==> config.mk <==
export PLATFORM = sky130hd
export DESIGN_NAME = boot_seq
export DESIGN_NICKNAME = d
export VERILOG_FILES = /design/src/rtl/boot_seq_pkg.sv /design/src/rtl/boot_seq_dp.sv /design/src/rtl/boot_seq_ctrl.sv /design/src/rtl/boot_seq.sv
export SDC_FILE = /design/constraint.sdc
export NUM_CORES = 1
export LEC_CHECK = 0
export BUFFER_PORTS_ARGS = -buffer_cell sky130_fd_sc_hd__buf_2
export CAP_MARGIN = 10
export CELL_PAD_IN_SITES_DETAIL_PLACEMENT = 0
export CELL_PAD_IN_SITES_GLOBAL_PLACEMENT = 1
export CORE_MARGIN = 2
export CORE_UTILIZATION = 48
export CTS_BUF_LIST = sky130_fd_sc_hd__clkbuf_16
export DETAILED_ROUTE_END_ITERATION = 16
export PLACE_DENSITY = 0.83
export SYNTH_ARGS = -nofsm -noshare
export SYNTH_HDL_FRONTEND = slang
export SYNTH_HIERARCHICAL = 1
export SYNTH_SLANG_ARGS = --single-unit
==> constraint.sdc <==
create_clock -name clk -period 3.89 [get_ports clk]
set_clock_uncertainty 0.2 [all_clocks]
set_input_delay 0.778 -clock clk [delete_from_list [all_inputs] [get_ports clk]]
set_output_delay 0.778 -clock clk [all_outputs]
set_load 0.01 [all_outputs]
==> src/rtl/boot_seq_pkg.sv <==
package boot_seq_pkg;

  typedef enum logic [3:0] {
    ST_RESET,
    ST_HALT,
    ST_INT_GO,
    ST_INT_WAIT,
    ST_INT_OK,
    ST_BUS_GO,
    ST_BUS_WAIT,
    ST_USER,
    ST_RUN,
    ST_EMU,
    ST_FAILED
  } seqState_t;

  // control -> datapath strobes
  typedef struct packed {
    logic markShort;
  } ctrlStrobe_t;

  // datapath -> control status
  typedef struct packed {
    logic released;
    logic lengthOk;
    logic emuSel;
    logic testSel;
  } dpStatus_t;

endpackage

==> src/rtl/boot_seq_dp.sv <==
module boot_seq_dp
  import boot_seq_pkg::*;
#(
  parameter int LONG_MIN  = 10000,
  parameter int SHORT_MIN = 32
) (
  input  logic        clk,
  input  logic        porN,
  input  logic        resetIn,
  input  logic        clkMode,
  input  logic        selfTestStrap,
  input  logic        emuStrap,
  input  logic        holdReq,
  input  ctrlStrobe_t strobe,
  output dpStatus_t   status,
  output logic        holdAck,
  output logic        shortResetErr
);

  localparam int CAP_VAL = (LONG_MIN > SHORT_MIN) ? LONG_MIN : SHORT_MIN;
  localparam int CW      = $clog2(CAP_VAL + 1);
  localparam logic [CW-1:0] CAP      = CW'(CAP_VAL);
  localparam logic [CW-1:0] NEED_1X  = CW'(LONG_MIN);
  localparam logic [CW-1:0] NEED_2X  = CW'(SHORT_MIN);

  logic          rstQ;
  logic [CW-1:0] lenCnt;
  logic          modeQ;
  logic          testQ;
  logic          emuQ;
  logic [CW-1:0] needCnt;

  // length counter and strap capture: straps follow the pins while reset is high
  always_ff @(posedge clk or negedge porN) begin
    if (!porN) begin
      rstQ   <= 1'b0;
      lenCnt <= '0;
      modeQ  <= 1'b0;
      testQ  <= 1'b0;
      emuQ   <= 1'b0;
    end else begin
      rstQ <= resetIn;
      if (resetIn) begin
        if (lenCnt != CAP) lenCnt <= lenCnt + 1'b1;
        modeQ <= clkMode;
        testQ <= selfTestStrap;
        emuQ  <= emuStrap;
      end else begin
        lenCnt <= '0;
      end
    end
  end

  assign needCnt         = modeQ ? NEED_2X : NEED_1X;
  assign status.released = rstQ & ~resetIn;
  assign status.lengthOk = (lenCnt >= needCnt);
  assign status.emuSel   = emuQ;
  assign status.testSel  = testQ;

  // sticky error, cleared only by power-on reset
  always_ff @(posedge clk or negedge porN) begin
    if (!porN) shortResetErr <= 1'b0;
    else if (strobe.markShort) shortResetErr <= 1'b1;
  end

  // hold handshake: new grants only in reset, held grants kept until request drops
  always_ff @(posedge clk or negedge porN) begin
    if (!porN) holdAck <= 1'b0;
    else holdAck <= holdReq & (resetIn | holdAck);
  end

  assert_err_sticky_R3: assert property (@(posedge clk) disable iff (!porN)
    $past(shortResetErr) |-> shortResetErr);

  assert_ack_needs_req_R11: assert property (@(posedge clk) disable iff (!porN)
    holdAck |-> $past(holdReq));

  assert_new_grant_in_reset_R11: assert property (@(posedge clk) disable iff (!porN)
    $rose(holdAck) |-> $past(resetIn));

endmodule

==> src/rtl/boot_seq_ctrl.sv <==
module boot_seq_ctrl
  import boot_seq_pkg::*;
(
  input  logic        clk,
  input  logic        porN,
  input  logic        resetIn,
  input  dpStatus_t   status,
  input  logic        intDone,
  input  logic        intPass,
  input  logic        busDone,
  input  logic        busPass,
  output ctrlStrobe_t strobe,
  output logic        failOut,
  output logic        floatOut,
  output logic        intStart,
  output logic        busStart,
  output logic        userStart
);

  seqState_t state;
  seqState_t nxt;

  always_ff @(posedge clk or negedge porN) begin
    if (!porN) state <= ST_RESET;
    else state <= nxt;
  end

  always_comb begin
    nxt    = state;
    strobe = '0;
    unique case (state)
      ST_RESET: begin
        if (status.released) begin
          if (!status.lengthOk) begin
            nxt              = ST_HALT;
            strobe.markShort = 1'b1;
          end else if (status.emuSel) begin
            nxt = ST_EMU;
          end else if (status.testSel) begin
            nxt = ST_INT_GO;
          end else begin
            nxt = ST_BUS_GO;
          end
        end
      end
      ST_INT_GO:   nxt = ST_INT_WAIT;
      ST_INT_WAIT: if (intDone) nxt = intPass ? ST_INT_OK : ST_FAILED;
      ST_INT_OK:   nxt = ST_BUS_GO;
      ST_BUS_GO:   nxt = ST_BUS_WAIT;
      ST_BUS_WAIT: if (busDone) nxt = busPass ? ST_USER : ST_FAILED;
      ST_USER:     nxt = ST_RUN;
      default:     nxt = state;
    endcase
    if (resetIn) nxt = ST_RESET;
  end

  assign failOut   = state inside {ST_INT_GO, ST_INT_WAIT, ST_BUS_GO, ST_BUS_WAIT, ST_FAILED};
  assign floatOut  = (state == ST_EMU);
  assign intStart  = (state == ST_INT_GO);
  assign busStart  = (state == ST_BUS_GO);
  assign userStart = (state == ST_USER);

  assert_quiet_after_reset_R4: assert property (@(posedge clk) disable iff (!porN)
    $past(resetIn) |-> !(failOut || floatOut || intStart || busStart || userStart));

  assert_user_single_R9: assert property (@(posedge clk) disable iff (!porN)
    userStart |=> !userStart);

  assert_user_after_pass_R9: assert property (@(posedge clk) disable iff (!porN)
    userStart |-> $past(busDone && busPass));

  assert_float_entry_R10: assert property (@(posedge clk) disable iff (!porN)
    $rose(floatOut) |-> $past(status.released && status.lengthOk && status.emuSel));

endmodule

==> src/rtl/boot_seq.sv <==
module boot_seq
  import boot_seq_pkg::*;
#(
  parameter int LONG_MIN  = 10000,
  parameter int SHORT_MIN = 32
) (
  input  logic clk,
  input  logic porN,
  input  logic resetIn,
  input  logic clkMode,
  input  logic selfTestStrap,
  input  logic emuStrap,
  input  logic holdReq,
  input  logic intDone,
  input  logic intPass,
  input  logic busDone,
  input  logic busPass,
  output logic failOut,
  output logic holdAck,
  output logic floatOut,
  output logic intStart,
  output logic busStart,
  output logic userStart,
  output logic shortResetErr
);

  ctrlStrobe_t strobe;
  dpStatus_t   status;

  boot_seq_dp #(
    .LONG_MIN (LONG_MIN),
    .SHORT_MIN(SHORT_MIN)
  ) uDp (
    .clk          (clk),
    .porN         (porN),
    .resetIn      (resetIn),
    .clkMode      (clkMode),
    .selfTestStrap(selfTestStrap),
    .emuStrap     (emuStrap),
    .holdReq      (holdReq),
    .strobe       (strobe),
    .status       (status),
    .holdAck      (holdAck),
    .shortResetErr(shortResetErr)
  );

  boot_seq_ctrl uCtrl (
    .clk      (clk),
    .porN     (porN),
    .resetIn  (resetIn),
    .status   (status),
    .intDone  (intDone),
    .intPass  (intPass),
    .busDone  (busDone),
    .busPass  (busPass),
    .strobe   (strobe),
    .failOut  (failOut),
    .floatOut (floatOut),
    .intStart (intStart),
    .busStart (busStart),
    .userStart(userStart)
  );

endmodule

==> summary.txt <==
Synth
  • Simple logic cell fraction of the synthesized area: approximately 28%
  • Flip-flop and latch count after synthesis: 24
  • Share of the synthesized netlist area taken by xor and xnor gates: 1.08%
  • Main flop type after synthesis: dfrtp_1
  • Ys async rst share: 100%
  • Post-synthesis instance total: 170
  • Largest family of logic cells by synthesized area: simple AND/OR/NAND/NOR gates
  • Cell Area, Synth: ~1600 um^2
  • Adder and majority gate portion of the synthesized area: 6.17%
  • Multiplexer fraction of the synthesized cell area: 4.55%
  • Yosys Warn Count: 6
  • Share of synthesized area occupied by flip-flops and latches: 37.0%
  • Post-Syn Area per Cell: 9.55 um^2
  • Post-synthesis compound-gate area fraction: 15.9%
  • Post-synth EDFFs: 0
  • Library cells used by synthesis: 54
  • Net Count, Synth: around 190

Clock network
  • Clock network latency to the later pin of the worst-skew pair: 0.25 ns
  • Number of buffers inserted by post-CTS setup repair: 0
  • Clock transition at path regs: 0.06 ns
  • Maximum root-to-sink buffer count: 2
  • Number of cells upsized or downsized after cts: 0
  • Clk sink count: 24
  • Post-cts hold buffer count: 0
  • TritonCTS clock tree: done
  • Root buf cell: clkbuf_16
  • TritonCTS buffer count: 3
  • Count of H-tree levels built during CTS: 1

Power
  • Power per cell area: 409 nW/um^2
  • Worst vdd ir: 0.208 mV
  • Static leakage: 0.000730 uW

Min path
  • Depth of the worst hold-timing path: 1
  • Min-Delay Startpoint: uDp/shortResetErr
  • Worst hold-check path type: reg2reg
  • Endpoint, Worst Hold: uDp/shortResetErr

Drt
  • Number of optimization iterations in the first detailed-route pass: 4
  • Number of antenna-violating nets in the routed design: 0
  • Routed vias: 1342
  • Per-cell routed wire length: roughly 15 um
  • Via count normalized by instance count: around 6
  • Detailed-route wire length: 3420 um
  • Drt initial violations: 48
  • Number of DRC violations after detailed routing: 0

Place
  • Final HPWL DP: 2440 um
  • Final estimated routing congestion in global placement: about 0.76
  • Post-Place Cells: 224
  • I/O Buffers: 17

Worst setup path
  • Worst reg2reg endpoint: uCtrl/state[2]
  • Slowest stage delay, CP: 0.52 ns
  • Endpoint kind of the worst setup timing path: flip-flop
  • Number of cells traversed by the worst register-to-register path: 8
  • Max FO, Critical Path: 5
  • Slowest stage cell on the critical path: or4bb_1
  • Arrival time of data at the critical path endpoint: 2.99 ns
  • Critical-path cell list: ha_1, or4bb_1, a2111oi_0, or3b_1, inv_1, o32a_1, a311oi_1, mux2_1
  • WP data required: about 3.9 ns
  • Launching point of the worst reg2reg path: uDp/modeQ
  • Register-to-Register Setup Slack: about 0.89 ns
  • Element type at the critical path start: flip-flop
  • Crit Path Class: reg2reg

Global routing
  • Number of global-route vias before repair: roughly 1.3k
  • Largest net degree at the start of global routing: 27
  • Antenna violations before repair: 0
  • Total global-route track usage: 19.0%
  • First-pass GRT wire length: 5960 um
  • Remaining global-route overflow: 0

Timing
  • Setup-failing EPs final: 0
  • Least-Margin Pin Slew: 0.544 ns
  • Count of final max-slew check failures: 0
  • Highest achievable clock rate: 0.333 GHz
  • Fin crit share: 77.1%
  • Setup total negative slack: 0 ns
  • Fin Hold WS: 0.263 ns
  • Unrepaired setup endpoints after global routing: false
  • Number of hold violations in the final report: 0
  • Slew headroom: 63.6%
  • Minimum period implied by the final worst setup slack: 3.00 ns

Layout
  • Most frequent standard cell in the layout excluding fill and tap cells: dfrtp_1
  • Filler Cells Inserted: 294
  • Layout cells sized above 1: between 10% and 20%
  • Util after Layout: 53.7%
  • Most frequent cells in the layout: dfrtp_1 (24), buf_2 (17), nand2_1 (13), a21oi_1 (12), inv_1 (11)
  • N_diodes: 0
  • Number of standard cells in the layout, taps in and fillers out: 228
  • Post-synthesis to final-layout area growth: 8.64%
  • Final-stage net count: 202

Die
  • Die height: 62.1 um
  • Horizontal extent of the die: slightly above 60 um
  • Top-level port count: 18
  • Die Outline Area: a little under 4000 um^2
  • Starting Density: roughly 50%
  • Placement Rows: 21
  • Core area: about 3300 um^2

Run
  • Number of maximum-capacitance violations: 0

Status
  • Status: finished clean
-- area by class of cell --
cell class	instances	area (um^2)	share of cell area, %
tap	46	57.6	3.26
multi-input combinational	125	896	50.8
timing repair buffer	17	85.1	4.83
inverter	12	45.0	2.56
clock inverter	1	3.75	0.213
sequential	24	601	34.1
clock buffer	3	75.1	4.26
-- stage by stage --
step	setup slack, ns	cell area [um^2]	power (uW)
CTS	0.930	1760	725
detailed placement	0.999	1680	504
finish	0.891	1760	722
floorplan	1.24	1620	473
global route	0.696	1760	771
global placement	1.12	1680	497
-- Yosys cell counts (3+ instances only) --
cell	n	area (um^2)
nor2_1	6	22.5
nor2b_1	5	31.3
a21oi_1	12	60.1
nand2_1	13	48.8
buf_6	5	56.3
o31ai_1	3	22.5
o21ai_0	8	40.0
dfrtp_1	24	601
or4bb_1	3	33.8
nand2b_1	6	37.5
or3_1	5	31.3
inv_1	11	41.3
nand3_1	8	40.0
ha_1	8	100
mux2i_1	4	40.0
-- layer usage --
metal / wire length, um / vias up / global-route usage [%]
li1: - / 648 / -
met1: 1510 / 668 / 23.3
met2: 1770 / 22 / 34.4
met3: 110 / 4 / 2.90
met4: 31 / 0 / 5.83
met5: 0 / - / 0
-- worst max-delay path by stage --
stage | start | end | slack [ns]
4_1_cts | uDp/modeQ | uCtrl/state[2] | 0.93
3_3_place_gp | uDp/modeQ | uCtrl/state[2] | 1.12
2_1_floorplan | uDp/modeQ | uCtrl/state[2] | 1.24
3_5_place_dp | uDp/modeQ | uCtrl/state[2] | 1.0
5_1_grt | uDp/modeQ | uCtrl/state[2] | 0.70
6_report | uDp/modeQ | uCtrl/state[2] | 0.89
-- registers in the layout, summed over array words and instances, names as in the netlist --
signal	cells
uDp/shortResetErr	1
uDp/lenCnt	14
uDp/holdAck	1
uDp/modeQ	1
uDp/testQ	1
uDp/emuQ	1
uDp/rstQ	1
uCtrl/state	4
-- report_power, final --
part | switching (uW) | internal, uW
logic | 101 | 85.0
registers | 46.0 | 268
clock network | 84.4 | 137
total | 232 | 490
-- kinds of logic after synthesis --
kind of cell,count (synthesis)
AO/OA/AOI/OAI,39
XOR/XNOR,2
adder cells (fa/ha/maj),8
buffers and inverters,21
flip-flops,24
multiplexers,7
AND/OR/NAND/NOR,69
-- worst max-delay path, delay by kind of cell, from the launching register on --
kind / cells / cell delay [ns]
flip-flops: 1 / 0.42
buffers and inverters: 1 / 0.06
AO/OA/AOI/OAI: 3 / 1.06
adder cells (fa/ha/maj): 1 / 0.28
AND/OR/NAND/NOR: 2 / 0.74
multiplexers: 1 / 0.18
Note: power is estimated with default switching activity, not from simulation.
